`config.mk`:
```
export PLATFORM = sky130hd
export DESIGN_NAME = cmpwm_timer
export DESIGN_NICKNAME = d
export VERILOG_FILES = /design/src/rtl/cmpwm_pkg.sv /design/src/rtl/cmpwm_regdec.sv /design/src/rtl/cmpwm_counter.sv /design/src/rtl/cmpwm_channel.sv /design/src/rtl/cmpwm_timer.sv
export SDC_FILE = /design/constraint.sdc
export NUM_CORES = 1
export LEC_CHECK = 0
export ABC_CLOCK_PERIOD_IN_PS = 6700
export BUFFER_PORTS_ARGS = -buffer_cell sky130_fd_sc_hd__buf_2
export CORE_ASPECT_RATIO = 0.8
export CORE_MARGIN = 5
export CORE_UTILIZATION = 60
export CTS_BUF_LIST = sky130_fd_sc_hd__clkbuf_4 sky130_fd_sc_hd__clkbuf_8
export DETAILED_ROUTE_END_ITERATION = 8
export PLACE_DENSITY_LB_ADDON = 0.1
export SKIP_LAST_GASP = 1
export SLEW_MARGIN = 15
export SYNTH_ARGS = -nofsm -noshare
export SYNTH_HDL_FRONTEND = slang
export SYNTH_SLANG_ARGS = --single-unit
```
`constraint.sdc`:
```
create_clock -name clk -period 6.7 [get_ports clk]
set_input_delay 1.34 -clock clk [delete_from_list [all_inputs] [get_ports clk]]
set_output_delay 1.34 -clock clk [all_outputs]
set_load 0.01 [all_outputs]
```
`src/rtl/cmpwm_pkg.sv`:
```
package cmpwm_pkg;

   typedef enum logic [1:0] {
      OC_OFF    = 2'b00,
      OC_TOGGLE = 2'b01,
      OC_CLEAR  = 2'b10,
      OC_SET    = 2'b11
   } oc_mode_e;

   typedef struct packed {
      logic     pwm;
      oc_mode_e mode;
   } ch_cfg_t;

   localparam int CFG_W       = $bits(ch_cfg_t);
   localparam int ADR_CTRL    = 0;
   localparam int ADR_MOD     = 1;
   localparam int ADR_CH_BASE = 2;
   localparam int ADR_CH_STEP = 2;

endpackage

```
`src/rtl/cmpwm_regdec.sv`:
```
module cmpwm_regdec #(
   parameter int NUM_CH = 2,
   parameter int ADDR_W = 3
) (
   input  logic              wr_en,
   input  logic [ADDR_W-1:0] wr_addr,
   output logic              ctrl_we,
   output logic              mod_we,
   output logic [NUM_CH-1:0] cfg_we,
   output logic [NUM_CH-1:0] cmp_we
);
   import cmpwm_pkg::*;

   assign ctrl_we = wr_en && (wr_addr == ADDR_W'(ADR_CTRL));
   assign mod_we  = wr_en && (wr_addr == ADDR_W'(ADR_MOD));

   for (genvar k = 0; k < NUM_CH; k++) begin : g_dec
      localparam int CFG_ADR = ADR_CH_BASE + ADR_CH_STEP * k;
      localparam int CMP_ADR = CFG_ADR + 1;
      assign cfg_we[k] = wr_en && (wr_addr == ADDR_W'(CFG_ADR));
      assign cmp_we[k] = wr_en && (wr_addr == ADDR_W'(CMP_ADR));
   end

endmodule

```
`src/rtl/cmpwm_counter.sv`:
```
module cmpwm_counter #(
   parameter int             CNT_W    = 16,
   parameter logic [CNT_W-1:0] MOD_INIT = '1
) (
   input  logic             clk,
   input  logic             rst_n,
   input  logic             run,
   input  logic             mod_we,
   input  logic [CNT_W-1:0] mod_wdata,
   output logic [CNT_W-1:0] cnt_q,
   output logic [CNT_W-1:0] cnt_nxt,
   output logic [CNT_W-1:0] mod_act
);

   logic [CNT_W-1:0] mod_buf;

   // wrap decision uses the working value; holding value is taken on advance
   always_comb begin
      if (cnt_q >= mod_act) cnt_nxt = '0;
      else                  cnt_nxt = cnt_q + 1'b1;
   end

   always_ff @(posedge clk or negedge rst_n) begin
      if (!rst_n) begin
         cnt_q   <= '0;
         mod_buf <= MOD_INIT;
         mod_act <= MOD_INIT;
      end else begin
         if (mod_we) mod_buf <= mod_wdata;
         if (run) begin
            cnt_q   <= cnt_nxt;
            mod_act <= mod_buf;
         end else begin
            cnt_q   <= '0;
         end
      end
   end

endmodule

```
`src/rtl/cmpwm_channel.sv`:
```
module cmpwm_channel #(
   parameter int CNT_W = 16
) (
   input  logic                clk,
   input  logic                rst_n,
   input  logic                adv,
   input  logic [CNT_W-1:0]    cnt_nxt,
   input  logic                cfg_we,
   input  logic                cmp_we,
   input  logic [CNT_W-1:0]    wdata,
   output logic                pin_out,
   output logic                pin_oe,
   output cmpwm_pkg::ch_cfg_t  cfg_o,
   output logic [CNT_W-1:0]    cmp_act_o
);
   import cmpwm_pkg::*;

   ch_cfg_t          cfg_q;
   logic [CNT_W-1:0] cmp_buf;
   logic [CNT_W-1:0] cmp_act;
   logic             pin_q;
   logic             pin_d;
   logic             hit;

   // the value about to become working is matched against the count about to appear
   assign hit = (cnt_nxt == cmp_buf);

   always_comb begin
      pin_d = pin_q;
      if (cfg_q.pwm) begin
         if (hit)                 pin_d = 1'b0;
         else if (cnt_nxt == '0)  pin_d = 1'b1;
      end else begin
         unique case (cfg_q.mode)
            OC_TOGGLE: if (hit) pin_d = ~pin_q;
            OC_CLEAR:  if (hit) pin_d = 1'b0;
            OC_SET:    if (hit) pin_d = 1'b1;
            default:   pin_d = pin_q;
         endcase
      end
   end

   always_ff @(posedge clk or negedge rst_n) begin
      if (!rst_n) begin
         cfg_q   <= '0;
         cmp_buf <= '0;
         cmp_act <= '0;
         pin_q   <= 1'b0;
      end else begin
         if (cfg_we) cfg_q   <= ch_cfg_t'(wdata[CFG_W-1:0]);
         if (cmp_we) cmp_buf <= wdata;
         if (adv) begin
            cmp_act <= cmp_buf;
            pin_q   <= pin_d;
         end
      end
   end

   assign pin_oe    = cfg_q.pwm || (cfg_q.mode != OC_OFF);
   assign pin_out   = pin_q && pin_oe;
   assign cfg_o     = cfg_q;
   assign cmp_act_o = cmp_act;

endmodule

```
`src/rtl/cmpwm_timer.sv`:
```
module cmpwm_timer
   import cmpwm_pkg::*;
#(
   parameter int               CNT_W    = 16,
   parameter int               NUM_CH   = 2,
   parameter int               ADDR_W   = $clog2(ADR_CH_BASE + ADR_CH_STEP * NUM_CH),
   parameter logic [CNT_W-1:0] MOD_INIT = '1
) (
   input  logic              clk,
   input  logic              rst_n,
   input  logic              wr_en,
   input  logic [ADDR_W-1:0] wr_addr,
   input  logic [CNT_W-1:0]  wr_data,
   output logic [CNT_W-1:0]  count_o,
   output logic [NUM_CH-1:0] ch_out,
   output logic [NUM_CH-1:0] ch_oe
);

   localparam int N_ADR = ADR_CH_BASE + ADR_CH_STEP * NUM_CH;

   if (NUM_CH < 2) begin : g_bad_ch
      $error("cmpwm_timer: NUM_CH must be at least 2");
   end
   if (CNT_W < 4 || CNT_W > 32) begin : g_bad_w
      $error("cmpwm_timer: CNT_W must lie in 4..32");
   end
   if ((1 << ADDR_W) < N_ADR) begin : g_bad_a
      $error("cmpwm_timer: ADDR_W too small for the register map");
   end

   logic                      ctrl_we;
   logic                      mod_we;
   logic [NUM_CH-1:0]         cfg_we;
   logic [NUM_CH-1:0]         cmp_we;
   logic                      run_q;
   logic [CNT_W-1:0]          cnt_nxt;
   logic [CNT_W-1:0]          mod_act;
   logic [CFG_W*NUM_CH-1:0]   cfg_flat;
   logic [CNT_W*NUM_CH-1:0]   cmp_flat;

   cmpwm_regdec #(.NUM_CH(NUM_CH), .ADDR_W(ADDR_W)) dec_i (
      .wr_en   (wr_en),
      .wr_addr (wr_addr),
      .ctrl_we (ctrl_we),
      .mod_we  (mod_we),
      .cfg_we  (cfg_we),
      .cmp_we  (cmp_we)
   );

   always_ff @(posedge clk or negedge rst_n) begin
      if (!rst_n)       run_q <= 1'b0;
      else if (ctrl_we) run_q <= wr_data[0];
   end

   cmpwm_counter #(.CNT_W(CNT_W), .MOD_INIT(MOD_INIT)) cnt_i (
      .clk       (clk),
      .rst_n     (rst_n),
      .run       (run_q),
      .mod_we    (mod_we),
      .mod_wdata (wr_data),
      .cnt_q     (count_o),
      .cnt_nxt   (cnt_nxt),
      .mod_act   (mod_act)
   );

   for (genvar k = 0; k < NUM_CH; k++) begin : g_ch
      ch_cfg_t          cfg_k;
      logic [CNT_W-1:0] cmp_k;

      cmpwm_channel #(.CNT_W(CNT_W)) ch_i (
         .clk       (clk),
         .rst_n     (rst_n),
         .adv       (run_q),
         .cnt_nxt   (cnt_nxt),
         .cfg_we    (cfg_we[k]),
         .cmp_we    (cmp_we[k]),
         .wdata     (wr_data),
         .pin_out   (ch_out[k]),
         .pin_oe    (ch_oe[k]),
         .cfg_o     (cfg_k),
         .cmp_act_o (cmp_k)
      );

      assign cfg_flat[k*CFG_W +: CFG_W] = cfg_k;
      assign cmp_flat[k*CNT_W +: CNT_W] = cmp_k;
   end

endmodule

```
==> impl_metrics.yaml, run 1 <==
run_status:
  status: "finished, final reports clean"
global_route:
  grt-ovfl-total: 0
  antenna_found_initial: 0
  grt_pass1_wl_um: 22700
  grt_usage: 0.270
  grt_pass1_vias: 4290
  grt_max_degree: 89
logic_synthesis:
  yosys.area.top_type_share: 0.260
  synth_ff_type: "dfrtp_1"
  synth_edf_count: 0
  yosys_register_bits: 89
  syn_area_um2: 5500
  synth_top_area_cell: "dfrtp_1"
  synth_seq_area_share: 0.412
  yosysWarnings: 0
  synth.distinct_cells: 74
  synth_nets: 584
  synth_cells: 537
  synth_area_leaders: "dfrtp_1 (26%), dfstp_2 (15%), mux2_2 (11%)"
  synthArstFlopShare: 1.00
  synth_area_per_cell_um2: 10.2
timing:
  fin_crit_sh: 0.573
  fin_ws_ps: 2860
  worst_clock_skew_ps: 10.2
  fin_crit_ps: 3840
  fin_tns_setup_ps: 0
  rsz0062_at_grt: "false"
  relSlewSlack: 0.204
  tightest_slew_ps: 1190
  drv_slew: 0
  fmax_ghz: 0.260
  timing.final.hold_violations: 0
  final-setup-viol-count: 0
power_and_ir_drop:
  pwr-share-seq: 0.472
  p_leak_uw: 0.00266
  p_sw_frac: 0.334
  pwr-share-comb: 0.286
  internal-power_uw: 1140
  clkPwrFrac: 0.241
  powerDensity_nw_per_um2: 285
  switching_power_uw: 570
  peakVddDrop_mv: 0.198
setup_path:
  required_ps: 6950
  critPathMaxFanout: 21
  cp.arrival_ps: 4090
  cp-start-kind: "register"
  crit_type: "register to register"
  setup.worst_path.end_class: "register"
  ff2ff_setup_slack_ps: 2860
clocking:
  h-tree-depth: 3
  post_cts_buffers: 0
  cts_root_buf: "clkbuf_8"
  clockBufferDepth: 2
  clock_sinks: 89
  cts_resized: 0
  cts_inserted_buffers: 9
  cts_hold_buffers: 0
  path_clk_slew_ps: 90
  cts_tree: "built"
  clock_latency_ps: 360
flow_run:
  maxCapViolCount: 0
placement:
  dp_hpwl_um: 10300
  dpl_cell_area_um2: 5760
  dp.cells: 675
  place_ws_ps: 3000
  gp_congestion: 0.917
  io_buffer_count: 41
layout:
  fin_area_um2: 5990
  fin_util: 0.666
  final_layout_size_suffix_gt1_frac: 0.274
  antenna_cells: 0
  stdcell_count: 691
  syn_to_final_growth_pct: 9.04
  fin_nets: 618
die:
  die_area_um2: 11200
  core_um2: 9000
  initial_core_util: 0.611
  die_x_um: 117
  io_pins: 42
  num_rows: 31
  fp.dieH_um: 95.6
worst_hold_path:
  hold_path.class: "register to register"
drt:
  post_drt_wl_per_cell_um: 20.2
  totalWireLength_um: 13900
  first_iter_violations: 443
  num_vias: 4362
  drc: 0
  ant_nets: 0
  dr.pass1.iters: 6
  viasPerCell: 6.31
## critical path: stages, from the launching register on
cell and delay, ps:
dfrtp_1 570, inv_1 150, ha_1 310, and3_1 140
o21ai_1 260, a311oi_4 170, nor3_2 990, a22oi_1 300
a2111oi_2 350, nand4_1 160, a211o_1 320
## final cells by class
| class | count | area, µm² |
|---|---|---|
| clock buffer | 9 | 124 |
| clock inverter | 7 | 101 |
| fill | 728 | 3010 |
| inverter | 29 | 109 |
| multi-input combinational | 398 | 3010 |
| sequential | 89 | 2270 |
| tap | 115 | 144 |
| timing repair buffer | 44 | 234 |
## power groups by stage
stage	clock (µW)	sequential (µW)	combinational [µW]
floorplan	0	775	372
global placement	0	806	466
detailed placement	0	813	484
CTS	423	803	487
global route	447	823	547
finish	412	806	488
## routing by layer
layer / vias to the layer above / global-route usage / part of all wire
met5: - / 0 / 0
met2: 163 / 0.414 / 0.45
met3: 17 / 0.0692 / 0.084
li1: 2043 / - / -
met1: 2139 / 0.383 / 0.45
met4: 0 / 0.0707 / 0.013
## logic make-up after synthesis
group | synth area share
flip-flops | 0.412
buffers and inverters | 0.0401
AO/OA/AOI/OAI | 0.134
AND/OR/NAND/NOR | 0.187
adder cells (fa/ha/maj) | 0.0569
multiplexers | 0.108
XOR/XNOR | 0.0612
## registers in the layout, summed over array words and instances, names as in the netlist
signal	flops
cnt_i.cnt_q	16
g_ch.ch_i.cmp_buf	32
cnt_i.mod_act	16
g_ch.ch_i.cfg_o	6
run_q	1
g_ch.ch_i.pin_q	2
cnt_i.mod_buf	16
## final timing paths
kind / startpoint / cells past startpoint / to
worst max-delay path: cnt_i.cnt_q[0] / 10 / g_ch[1].ch_i.pin_q
worst min-delay path: cnt_i.mod_buf[2] / 2 / cnt_i.mod_act[2]
worst max register to register: cnt_i.cnt_q[0] / 10 / g_ch[1].ch_i.pin_q
worst min register to register: cnt_i.mod_buf[2] / 2 / cnt_i.mod_act[2]
max in group asynchronous: rst_n / 2 / cnt_i.cnt_q[6]
min in group asynchronous: rst_n / 1 / cnt_i.mod_buf[2]
## synth_stat cells, drive strengths merged, types with 8 or more instances
cell type,n
nand4,14
nand3,16
nor2,37
clkbuf,9
mux2,52
nand2,46
inv,29
and3,10
ha,25
o21ai,44
dfrtp,57
nor4,9
nor3,12
buf,12
a21oi,14
dfstp,32
xnor2,8
## placed cells by master (no fill, tap or decap), types with 8 or more instances in the layout
master and n:
nor2_1 37, nor3_1 11, clkbuf_8 9, nand4_1 12, dfrtp_1 57, nand3_1 15
a21oi_1 14, inv_1 29, o21ai_0 42, xnor2_1 8, mux2_2 52, buf_2 40
and3_1 10, nand2_1 46, dfstp_2 32, ha_1 25
## stage by stage
step	power [µW]	hold WS, ps
after floorplan	1150	468
after global placement	1270	476
after detailed placement	1300	483
after CTS	1710	493
after global routing	1820	514
final	1710	494
(Power assumes the default switching activity.)
==> run 2: changes to the inputs <==
- ABC_AREA: default -> 1
- ABC_CLOCK_PERIOD_IN_PS: 6700 -> 3750
- clock period: 6.7 -> 3.75 ns (I/O delays scaled with it)
==> run 2 against run 1 <==
Against the previous run:
- power rose by 74%
- register-to-register slack worse by 2400 ps
- cell area shrank 2.5%
- clock power rose by 51%
- global-route usage grew 1.2 points
- clock skew shrank 1.1 ps
- routed wire length increased by 2.8%
- fmax grew 17%
- non-clock buffer count is 2 higher
- critical path type unchanged
- largest cell class unchanged
- highest routed layer unchanged
==> impl_metrics.yaml, run 2 <==
run_status:
  status: "finished, final reports clean"
timing:
  drv_slew: 0
  rsz0062_at_grt: "false"
  timing.final.hold_violations: 0
  fin_crit_ps: 3270
  tightest_slew_ps: 1090
  whs_ps: 478
  fin_crit_sh: 0.873
  relSlewSlack: 0.273
  fin_tns_setup_ps: 0
  worst_clock_skew_ps: 9.14
  fmax_ghz: 0.306
  final-setup-viol-count: 0
setup_path:
  required_ps: 4020
  cp-start-kind: "register"
  critPathMaxFanout: 56
  r2r_start: "cnt_i.cnt_q[0]"
  worst_r2r_path_depth: 21
  cp.arrival_ps: 3550
  crit_type: "register to register"
  ff2ff_setup_slack_ps: 480
  r2r_end: "g_ch[1].ch_i.pin_q"
  setup.worst_path.end_class: "register"
drt:
  num_vias: 4950
  dr.pass1.iters: 5
  ant_nets: 0
  totalWireLength_um: 14300
  post_drt_wl_per_cell_um: 16.0
  drc: 0
  viasPerCell: 5.55
  first_iter_violations: 435
global_route:
  gr-usage-met2: 0.427
  grtUsageMet3: 0.0512
  grt-ovfl-total: 0
  grt.busiest_layer: "met2"
  grt_usage: 0.282
  grt_pass1_wl_um: 23700
  grt_pass1_vias: 4715
  antenna_found_initial: 0
  grt_max_degree: 85
  gr-usage-met1: 0.408
layout:
  regMostFlops: "g_ch.ch_i.cmp_buf"
  layout_common_cells: "nand2_1 (228), inv_1 (93), o21ai_0 (73)"
  antenna_cells: 0
  final_common_cell: "nand2_1"
  stdcell_count: 892
  largest_reg_flops: 32
  syn_to_final_growth_pct: 7.95
  final_layout_size_suffix_gt1_frac: 0.156
  fin_nets: 819
worst_hold_path:
  whs_endpoint: "cnt_i.mod_act[0]"
  hold_path.class: "register to register"
  whs_path_depth: 2
  hold_path.startpoint: "cnt_i.mod_buf[0]"
clocking:
  post_cts_buffers: 0
  cts_hold_buffers: 0
  h-tree-depth: 3
  cts_inserted_buffers: 9
  cts_resized: 0
  clockBufferDepth: 2
  clock_latency_ps: 370
  clock_sinks: 89
  cts_root_buf: "clkbuf_8"
  path_clk_slew_ps: 90
  cts_tree: "built"
die:
  core_um2: 8920
  die_x_um: 116
  die_area_um2: 11000
  initial_core_util: 0.607
  io_pins: 42
  num_rows: 31
  fp.dieH_um: 95.0
logic_synthesis:
  synth_ff_type: "dfrtp_1"
  synth.distinct_cells: 33
  yosys.area.top_type_share: 0.264
  synth_seq_area_share: 0.419
  synth_nets: 791
  synth_edf_count: 0
  syn_area_um2: 5410
  synth_area_per_cell_um2: 7.28
  yosys_register_bits: 89
  yosysWarnings: 0
  yosysMostFrequentCell: "nand2_1"
  synth_cells: 744
  synth_top_area_cell: "dfrtp_1"
  synthArstFlopShare: 1.00
  yosys-top-cells-count: "nand2_1 (228), inv_1 (93), nor2_1 (73), o21ai_0 (73), dfrtp_1 (57)"
  synth_area_leaders: "dfrtp_1 (26%), nand2_1 (16%), dfstp_2 (16%)"
power_and_ir_drop:
  p_leak_uw: 0.00303
  peakVddDrop_mv: 0.316
  powerDensity_nw_per_um2: 509
  power_uw: 2970
placement:
  dp.cells: 876
  dp_hpwl_um: 10700
  gp_congestion: 0.954
  io_buffer_count: 41
flow_run:
  maxCapViolCount: 0
## run 2: worst max-delay path: stages, from the launching register on
cell	delay, ps
dfrtp_1	510
inv_2	160
ha_1	320
nand2_1	60
nor2_1	50
nor2_1	130
nand2_1	120
nand2_1	80
nand2_1	40
nand2_1	60
buf_4	460
nand3_1	300
nand2_1	130
nand2_1	60
nor2_1	100
nand2_1	80
nor2_1	170
nand2_1	100
nand2_1	70
nand2_1	50
nand3_1	70
nand2_1	50
## run 2: metrics by stage
stage               utilization  area, µm²  worst slack (ps)
floorplan                     -       5410              1490
global placement          0.634       5660               678
detailed placement        0.634       5660               563
CTS                       0.655       5840               545
global route              0.655       5840               163
finish                    0.655       5840               478
## run 2: final cells by class
class | count | area (µm²)
fill | 804 | 3080
timing repair buffer | 46 | 245
tap | 115 | 144
clock inverter | 4 | 27.5
sequential | 89 | 2270
multi-input combinational | 523 | 2610
clock buffer | 12 | 159
inverter | 103 | 387
## run 2: worst max-delay path by stage
stage	from	to	slack, ps	cells past startpoint
floorplan	cnt_i.cnt_q[0]	g_ch[1].ch_i.pin_q	1490	22
global placement	cnt_i.mod_act[15]	g_ch[0].ch_i.pin_q	680	17
detailed placement	cnt_i.mod_act[15]	g_ch[0].ch_i.pin_q	560	17
CTS	cnt_i.mod_act[15]	g_ch[0].ch_i.pin_q	550	17
global route	cnt_i.mod_act[15]	g_ch[0].ch_i.pin_q	160	17
finish	cnt_i.cnt_q[0]	g_ch[1].ch_i.pin_q	480	21
## run 2: logic make-up (layout without fill, tap and decap cells)
kind of cell,count (synthesis),in the layout,share of synthesized area
XOR/XNOR,8,8,0.0157
buffers and inverters,132,165,0.0996
adder cells (fa/ha/maj),25,25,0.0578
AO/OA/AOI/OAI,88,88,0.0844
flip-flops,89,89,0.419
AND/OR/NAND/NOR,402,402,0.324
## run 2: per-layer routing
layer	vias up	wire length, µm
met5	-	0
li1	2428	-
met2	186	6290
met1	2307	6770
met3	29	920
met4	0	333
## run 2: where the power goes
group / leakage, µW / internal [µW] / switching (µW) / total, µW
logic: 0.00188 / 343 / 638 / 981
registers: 0.00107 / 1210 / 164 / 1370
clock network: 0.0000880 / 283 / 341 / 624
==> run 3: changes to the inputs <==
- CORE_ASPECT_RATIO: 0.8 -> default
- CORE_UTILIZATION: 60 -> 51
==> run 3 against run 2 <==
Against the previous run:
- via count fell by 2.5%
- routed wire length fell by 0.29%
- count of clock-buffer cells in the layout fell by 3
- critical path type unchanged
- largest power group unchanged
==> impl_metrics.yaml, run 3 (synthesis results as in run 2) <==
timing:
  timing.final.hold_violations: 0
  tightest_slew_ps: 1070
  rsz0062_at_grt: "false"
  drv_slew: 0
  relSlewSlack: 0.282
  fmax_ghz: 0.338
  final-setup-viol-count: 0
  fin_crit_ps: 2960
  fin_crit_sh: 0.789
  fin_ws_ps: 790
  worst_clock_skew_ps: 12.4
  fin_tns_setup_ps: 0
clocking:
  h-tree-depth: 3
  cts_tree: "built"
  clockBufferDepth: 2
  cts_hold_buffers: 0
  cts_inserted_buffers: 9
  clock_sinks: 89
  path_clk_slew_ps: 100
  post_cts_buffers: 0
  clock_latency_ps: 360
  cts_resized: 0
  cts_root_buf: "clkbuf_8"
global_route:
  grt_usage: 0.231
  antenna_found_initial: 0
  grt_max_degree: 57
  grt_pass1_wl_um: 23200
  grt_pass1_vias: 4312
  grt-ovfl-total: 0
setup_path:
  cp-start-kind: "register"
  worst_r2r_path_depth: 17
  ff2ff_setup_slack_ps: 790
  cp.arrival_ps: 3220
  setup.worst_path.end_class: "register"
  r2r_end: "g_ch[1].ch_i.pin_q"
  required_ps: 4010
  r2r_start: "cnt_i.mod_act[13]"
  critPathMaxFanout: 56
  crit_type: "register to register"
  crit_path_start: "cnt_i.mod_act[13]"
layout:
  final_common_cell: "nand2_1"
  antenna_cells: 0
  syn_to_final_growth_pct: 9.48
  layout_common_cells: "nand2_1 (228), inv_1 (93), o21ai_0 (73)"
  fin_util: 0.574
  regMostFlops: "g_ch.ch_i.cmp_buf"
  fin_nets: 820
  final_layout_size_suffix_gt1_frac: 0.157
  largest_reg_flops: 32
drt:
  drc: 0
  totalWireLength_um: 14300
  viasPerCell: 5.28
  ant_nets: 0
  dr.pass1.iters: 5
  post_drt_wl_per_cell_um: 15.6
  num_vias: 4824
  first_iter_violations: 405
die:
  initial_core_util: 0.524
  core_um2: 10300
  io_pins: 42
  fp.dieH_um: 113
  die_x_um: 113
  die_area_um2: 12800
  num_rows: 37
flow_run:
  maxCapViolCount: 0
placement:
  place_ws_ps: 885
  io_buffer_count: 41
  gp_congestion: 0.920
  dp_hpwl_um: 10700
worst_hold_path:
  hold_path.class: "primary input to async pin"
power_and_ir_drop:
  peakVddDrop_mv: 0.292
  powerDensity_nw_per_um2: 519
  p_leak_uw: 0.00307
run_status:
  status: "finished, final reports clean"
run 3: area by class of cell:
| type | instances | area [µm²] |
|---|---|---|
| Clock buffer | 9 | 124 |
| Clock inverter | 7 | 98.8 |
| Fill cell | 1029 | 4400 |
| Inverter | 103 | 387 |
| Multi-Input combinational cell | 523 | 2610 |
| Sequential cell | 89 | 2270 |
| Tap cell | 136 | 170 |
| Timing Repair Buffer | 47 | 265 |
run 3: worst max-delay path, stage by stage (launching register included):
cell and delay, ps:
dfstp_2 530, inv_1 50, ha_1 300, a21oi_1 170, o21ai_1 110, nor2_4 110, buf_4 480, nand3_1 280
nand2_1 140, nand2_1 90, nor2_1 100, nand3b_1 80, nor2_1 120, nand2_1 60, nand2_1 80, nand2_1 50
nand2_1 50, nand2_1 50
run 3: how the worst max path moves through the flow:
stage                                    end  slack, ps  cells after the start
after global placement    g_ch[1].ch_i.pin_q        920                     17
after detailed placement  g_ch[1].ch_i.pin_q        880                     17
after floorplan           g_ch[1].ch_i.pin_q       1490                     22
final                     g_ch[1].ch_i.pin_q        790                     17
after global routing      g_ch[1].ch_i.pin_q        500                     17
after CTS                 g_ch[1].ch_i.pin_q        840                     17
run 3: metrics by stage:
stage / hold WS, ps / power (µW) / area [µm²] / instances
detailed placement: 463 / 2340 / 5700 / 898
global placement: 453 / 2310 / 5700 / 898
global route: 447 / 3300 / 5930 / 914
finish: 406 / 3070 / 5930 / 914
CTS: 417 / 3090 / 5930 / 914
floorplan: 446 / 2050 / 5410 / 744
run 3: routing by layer:
| layer | vias up | wire length, µm | global-route usage |
|---|---|---|---|
| li1 | 2423 | - | - |
| met1 | 2256 | 6820 | 0.339 |
| met2 | 121 | 6480 | 0.352 |
| met3 | 24 | 703 | 0.0316 |
| met4 | 0 | 266 | 0.0785 |
| met5 | - | 0 | 0 |
run 3: power breakdown:
part	internal, µW	total [µW]	switching, µW	leakage, µW
registers	1210	1380	172	0.00107
logic	344	950	606	0.00189
clock network	381	746	364	0.000111
